==> config.mk <==
export PLATFORM = sky130hd
export DESIGN_NAME = nvm_tick_div
export DESIGN_NICKNAME = d
export VERILOG_FILES = /design/src/rtl/nvm_tick_div_pkg.sv /design/src/rtl/ntd_cfg_reg.sv /design/src/rtl/ntd_prescaler.sv /design/src/rtl/ntd_tick_counter.sv /design/src/rtl/nvm_tick_div.sv
export SDC_FILE = /design/constraint.sdc
export NUM_CORES = 1
export LEC_CHECK = 0
export ABC_AREA = 1
export ABC_CLOCK_PERIOD_IN_PS = 1590
export CAP_MARGIN = 20
export CORE_UTILIZATION = 64
export CTS_BUF_LIST = sky130_fd_sc_hd__clkbuf_8
export DETAILED_ROUTE_END_ITERATION = 8
export DONT_BUFFER_PORTS = 1
export PLACE_DENSITY = 0.83
export SLEW_MARGIN = 20
export SYNTH_ARGS = -nofsm -noshare
export SYNTH_HDL_FRONTEND = slang
export SYNTH_SLANG_ARGS = --single-unit
export TNS_END_PERCENT = 50
==> constraint.sdc <==
create_clock -name clk -period 1.59 [get_ports clk]
set_input_delay 0.0795 -clock clk [delete_from_list [all_inputs] [get_ports clk]]
set_output_delay 0.0795 -clock clk [all_outputs]
set_load 0.05 [all_outputs]
==> src/rtl/nvm_tick_div_pkg.sv <==
package nvm_tick_div_pkg;
  localparam int ADDR_W     = 2;
  localparam int PRE_LOG2   = 3;
  localparam logic [ADDR_W-1:0] ADDR_CFG = 2'd0;
endpackage

==> src/rtl/ntd_cfg_reg.sv <==
module ntd_cfg_reg #(
  parameter int DIV_W = 6
) (
  input  logic             clk,
  input  logic             rst_n,
  input  logic             wr_cfg,
  input  logic             wr_prediv,
  input  logic [DIV_W-1:0] wr_div,
  output logic             loaded,
  output logic             prediv,
  output logic [DIV_W-1:0] div,
  output logic             accept
);
  // only the first write after reset is taken
  assign accept = wr_cfg && !loaded;

  always_ff @(posedge clk or negedge rst_n) begin
    if (!rst_n) begin
      loaded <= 1'b0;
      prediv <= 1'b0;
      div    <= '0;
    end else if (accept) begin
      loaded <= 1'b1;
      prediv <= wr_prediv;
      div    <= wr_div;
    end
  end
endmodule

==> src/rtl/ntd_prescaler.sv <==
module ntd_prescaler #(
  parameter int PRE_LOG2 = 3
) (
  input  logic clk,
  input  logic rst_n,
  input  logic run,
  input  logic clear,
  input  logic enable_div,
  output logic step
);
  logic [PRE_LOG2-1:0] cnt;

  always_ff @(posedge clk or negedge rst_n) begin
    if (!rst_n)              cnt <= '0;
    else if (clear || !run)  cnt <= '0;
    else                     cnt <= cnt + 1'b1;
  end

  // bypass gives one step per cycle; otherwise one per 2**PRE_LOG2 cycles
  assign step = run && (!enable_div || (&cnt));
endmodule

==> src/rtl/ntd_tick_counter.sv <==
module ntd_tick_counter #(
  parameter int DIV_W = 6
) (
  input  logic             clk,
  input  logic             rst_n,
  input  logic             clear,
  input  logic             step,
  input  logic [DIV_W-1:0] limit,
  output logic             tick
);
  logic [DIV_W-1:0] cnt;
  logic             at_limit;

  assign at_limit = (cnt == limit);

  always_ff @(posedge clk or negedge rst_n) begin
    if (!rst_n)       cnt <= '0;
    else if (clear)   cnt <= '0;
    else if (step)    cnt <= at_limit ? '0 : cnt + 1'b1;
  end

  assign tick = step && at_limit;
endmodule

==> src/rtl/nvm_tick_div.sv <==
module nvm_tick_div
  import nvm_tick_div_pkg::*;
#(
  parameter int DIV_W = 6
) (
  input  logic              clk,
  input  logic              rst_n,
  input  logic [ADDR_W-1:0] reg_addr,
  input  logic              reg_we,
  input  logic [DIV_W+1:0]  reg_wdata,
  output logic [DIV_W+1:0]  reg_rdata,
  output logic              tick
);
  localparam int REG_W = DIV_W + 2;

  logic             loaded;
  logic             cfg_prediv;
  logic [DIV_W-1:0] cfg_div;
  logic             accept;
  logic             step;
  logic             cfg_sel;

  assign cfg_sel = (reg_addr == ADDR_CFG);

  ntd_cfg_reg #(.DIV_W(DIV_W)) u_cfg (
    .clk       (clk),
    .rst_n     (rst_n),
    .wr_cfg    (reg_we && cfg_sel),
    .wr_prediv (reg_wdata[DIV_W]),
    .wr_div    (reg_wdata[DIV_W-1:0]),
    .loaded    (loaded),
    .prediv    (cfg_prediv),
    .div       (cfg_div),
    .accept    (accept)
  );

  ntd_prescaler #(.PRE_LOG2(PRE_LOG2)) u_pre (
    .clk        (clk),
    .rst_n      (rst_n),
    .run        (loaded),
    .clear      (accept),
    .enable_div (cfg_prediv),
    .step       (step)
  );

  ntd_tick_counter #(.DIV_W(DIV_W)) u_cnt (
    .clk   (clk),
    .rst_n (rst_n),
    .clear (accept),
    .step  (step),
    .limit (cfg_div),
    .tick  (tick)
  );

  // reserved and unused addresses read zero
  always_comb begin
    reg_rdata = '0;
    if (cfg_sel) reg_rdata = {loaded, cfg_prediv, cfg_div};
  end

  logic unused_ok;
  assign unused_ok = (REG_W == $bits(reg_rdata));
endmodule

# Word level (Yosys, flattened, before mapping)
# Cells that the tools add are included.
# word_totals
register_bits	17
out_inout_bits	9
# classes
add_sub_neg	2
n_eq_ne	1
muxes	5
n_reduce_logical	11
# ops
cell	n
$mux 6	3
$mux 8	1
$add 6x1->6 const B	1
$eq 6x6->1	1
$logic_and 1x1->1	4
$add 3x1->3 const B	1
$mux 3	1
$reduce_and 3->1	1
$logic_not 1->1	2
$logic_not 2->1	1
$logic_or 1x1->1	2
$reduce_bool 2->1	1

# Logic depth before layout (Yosys ltp)
# depth
word_depth	5
mapped_depth	9
depth_no_buf	9

# Hierarchy
# A second synthesis with hierarchy kept.
# unflattened
cells_unflattened	137
area_unflattened_um2	1002.2
# modules_own_cells
mod	n_inst	cells_per_inst	area_each_um2	seq_area_each_um2
ntd_tick_counter	1	67	439.2	150.1
ntd_cfg_reg	1	34	337.8	200.2
ntd_prescaler	1	15	138.9	75.1
nvm_tick_div	1	21	86.3	0.0

# Worst setup path after synthesis
# OpenSTA, ideal clock, no wires.
# synth_timing
kind	reg-to-output
startpoint	register u_pre.cnt[0]
endpoint	output tick
arrival_ns	1.326
required_time_ns	1.510
slack_ns	0.184
path_stages_with_launch	7
path_buffers	0
cell_sequence	dfrtp_1 ha_1 ha_1 o21ai_2 inv_1 nand4_2 inv_1
# synth_between
elab_chain_len	4
# synth_rtl
element	line	source
from (decl)	ntd_prescaler.sv:11	logic [PRE_LOG2-1:0] cnt;
from (signal assigned)	ntd_prescaler.sv:16	else cnt <= cnt + 1'b1;
$reduce_and 3->1	ntd_prescaler.sv:20	assign step = run && (!enable_div || (&cnt));
$logic_or 1x1->1	ntd_prescaler.sv:20	
$logic_and 1x1->1	ntd_prescaler.sv:20	
$logic_and 1x1->1	ntd_tick_counter.sv:22	assign tick = step && at_limit;
to (decl)	nvm_tick_div.sv:12	output logic tick
# No other way between the ends.

# Worst setup path after layout
# Ends and elaborated chain as after synthesis.

==> metrics.md <==
| Metric | Value |
|---|---|
| Critical hold path startpoint | `reg_wdata[2]` |
| Synth Register Bits | `17` |
| WL/cell | `13.9 µm` |
| Detailed-placement wirelength estimate | `1.30 mm` |
| CTS Buffer Depth | `2` |
| Worst-path clk slew | `0.07 ns` |
| Share of the synthesized area in the top cell type | `45.5%` |
| Largest fanout on the critical path | `2` |
| Post-Synthesis Cells | `127` |
| Initial antenna violation count | `0` |
| LEAKAGE | `0.661 nW` |
| Reg2Reg Setup Slack | `0.07 ns` |
| Failing checks | `negative hold slack, negative setup slack` |
| Min Tclk post-route | `1.64 ns` |
| Hold WC Path Type | `primary input to flip-flop` |
| R2r startpoint | `u_pre.cnt[0]$_DFF_PN0_` |
| Via Count | `a little under 900` |
| Commonest non-fill, non-tap cells in the layout | `nand2_1 (34), nor2_1 (21), inv_1 (17), dfrtp_1 (17), buf_4 (12)` |
| DR vias/cell | `5.34` |
| Initial Utilization | `70.1%` |
| Post-synthesis cell type count | `17` |
| Drt first-iter violations | `26` |
| Met2 Wirelength | `about 1.1 mm` |
| Final-stage net count | `approximately 170` |
| RSZ-0062 raised after global routing | `true` |
| Status | `complete, but fails checks` |
| Clk_skew | `0.00275 ns` |
| Final hold viol count | `1` |
| WL met1 | `982 µm` |
| Final period util | `103%` |
| CTS Sinks | `17` |
| Reg2reg end | `u_cnt.cnt[5]$_DFFE_PN0P_` |
| Top achievable clock speed | `0.611 GHz` |
| Vias in the first global route | `around 750` |
| Req. time, crit path | `1.51 ns` |
| Die Area | `0.00162 mm²` |
| Routability cong. | `0.807` |
| Final setup violation count | `1` |
| Worst slew margin | `roughly half` |
| Crit path launch | `u_pre.cnt[0]$_DFF_PN0_` |
| Main area contributors after synthesis | `dfrtp_1 (46%), nand2_1 (14%), nor2_1 (8.8%), inv_1 (7.2%), ha_1 (4.0%)` |
| Hold Crit Depth | `2` |
| Critical path type | `flip-flop to output pin` |
| Root Buffer | `clkbuf_8` |
| CTS Buf Count | `3` |
| Met3 Wirelength | `118 µm` |
| FF-to-FF path depth | `10` |
| Synthesis Warnings | `0` |
| Max Cap Violations | `0` |
| Number of standard cells in the layout, taps in and fillers out | `163` |
| Core area | `0.00133 mm²` |
| First-pass GRT wire length | `3.31 mm` |
| Die height | `slightly above 40 µm` |
| Boundary pin count | `22` |
| Mapped Area | `935 µm²` |
| Die Span X | `40.2 µm` |
| Grt ovf | `0` |
| Total GRT Usage | `32.5%` |
| Power density over cell area | `704 mW/mm²` |
| Largest net degree at the start of global routing | `21` |
| Top cell type by total area after synthesis | `dfrtp_1` |
| Setup ws final | `-0.0480 ns` |
| Uppermost routed layer | `met4` |
| Post-synthesis sequential area ratio | `45.5%` |
| Arr. time, crit path | `1.56 ns` |
| Syn_nets | `approximately 140` |
| Least-Margin Pin Slew | `around 0.77 ns` |
| Port Buffer Count | `0` |
| Commonest non-fill, non-tap cell in the layout | `nand2_1` |
| Setup crit end kind | `output pin` |
| CTS tree | `yes` |
| Max H-tree Level | `1` |
| First-pass detailed-route iteration total | `5` |
| CP Launch Type | `flip-flop` |
| Placed Cells | `149` |
| Peak supply drop | `0.590 mV` |
| Ant. Diodes | `0` |
| DRC | `0` |
| Setup TNS | `-0.0480 ns` |
| Area grow syn2layout | `27.4%` |
| Post-route ant nets | `0` |
| Hold slack final | `-0.00181 ns` |
| Syn avg cell area | `7.36 µm²` |
| Share of layout cells above drive strength 1 | `a little over a fifth` |
| Clk_lat worst skew | `about 0.25 ns` |
| Hold worst-path end | `u_cfg.div[2]$_DFFE_PN0N_` |
| Max Slew Vio Count | `0` |
| Rows | `13` |
| Final WL | `roughly 2.3 mm` |
==> synth_stat cells <==
| library cell | count |
|---|---|
| nand2_1 | 34 |
| nand2_2 | 2 |
| inv_1 | 18 |
| nand3_1 | 7 |
| nand4_1 | 3 |
| a21oi_1 | 7 |
| ha_1 | 3 |
| nor2_2 | 1 |
| nand3_2 | 2 |
| buf_2 | 2 |
| nand4_2 | 1 |
| dfrtp_1 | 17 |
| nor3_2 | 1 |
| nor2_1 | 22 |
| o21ai_1 | 2 |
| o21ai_2 | 1 |
| inv_2 | 4 |
==> per-layer routing <==
metal / track usage [%] / vias up
met5: 0 / -
met4: 7.50 / 0
met2: 57.3 / 37
li1: - / 436
met1: 39.0 / 394
met3: 9.44 / 3
==> repair_timing <==
action,CTS,global route
buffers inserted,3,0
setup endpoints to repair,1,2
hold endpoints to repair,23,0
hold buffers,7,0
pin swaps,2,0
gates resized for setup,7,2
==> worst max-delay path: stages (launching register included) <==
cell and delay, ns:
dfrtp_1 0.40, ha_2 0.19, ha_4 0.16, o21ai_4 0.13
inv_2 0.07, nand4_4 0.10, clkinvlp_4 0.24
==> state kept, by name, summed over array words and instances (netlist names) <==
name,cells
u_cfg.div,6
u_cfg.loaded,1
u_cfg.prediv,1
u_cnt.cnt,6
u_pre.cnt,3
==> where the power goes <==
group	total, W	switching [W]	internal [W]	leakage, nW
Combinational	0.0000862	0.0000593	0.0000269	0.447
Sequential	0.000432	0	0.000432	0.186
Clock	0.000319	0.000148	0.000172	0.0269
==> final cells by class <==
class,instances,area [µm²]
clock buffer,3,41.3
multi-input combinational,86,455
timing repair buffer,19,160
inverter,22,86.3
fill,67,143
clock inverter,1,3.75
tap,15,18.8
sequential,17,425
==> logic make-up after synthesis <==
group | after synthesis | synth area share (%)
AND/OR/NAND/NOR | 73 | 34.8
buffers and inverters | 24 | 9.91
flip-flops | 17 | 45.5
AO/OA/AOI/OAI | 10 | 5.76
adder cells (fa/ha/maj) | 3 | 4.02
==> per-stage QoR <==
step	worst slack [ns]	utilization, %	area [µm²]	hold WS (ns)	total power, W
finish	-0.0480	89.3	1190	-0.00181	0.000838
global route	-0.0906	89.3	1190	0.0111	0.000862
CTS	-0.0373	88.7	1180	0.00109	0.000840
detailed placement	0.0546	75.8	1010	-0.216	0.000504
global placement	0.117	75.8	1010	-0.216	0.000504
floorplan	0.184	-	935	-0.216	0.000487
==> how the worst max path moves through the flow <==
stage,end,cells after the start
CTS,tick,6
detailed placement,u_cnt.cnt[5]$_DFFE_PN0P_,9
finish,tick,6
global route,tick,6
floorplan,tick,6
global placement,u_cnt.cnt[5]$_DFFE_PN0P_,9
Power figures use the tool's default switching activity.
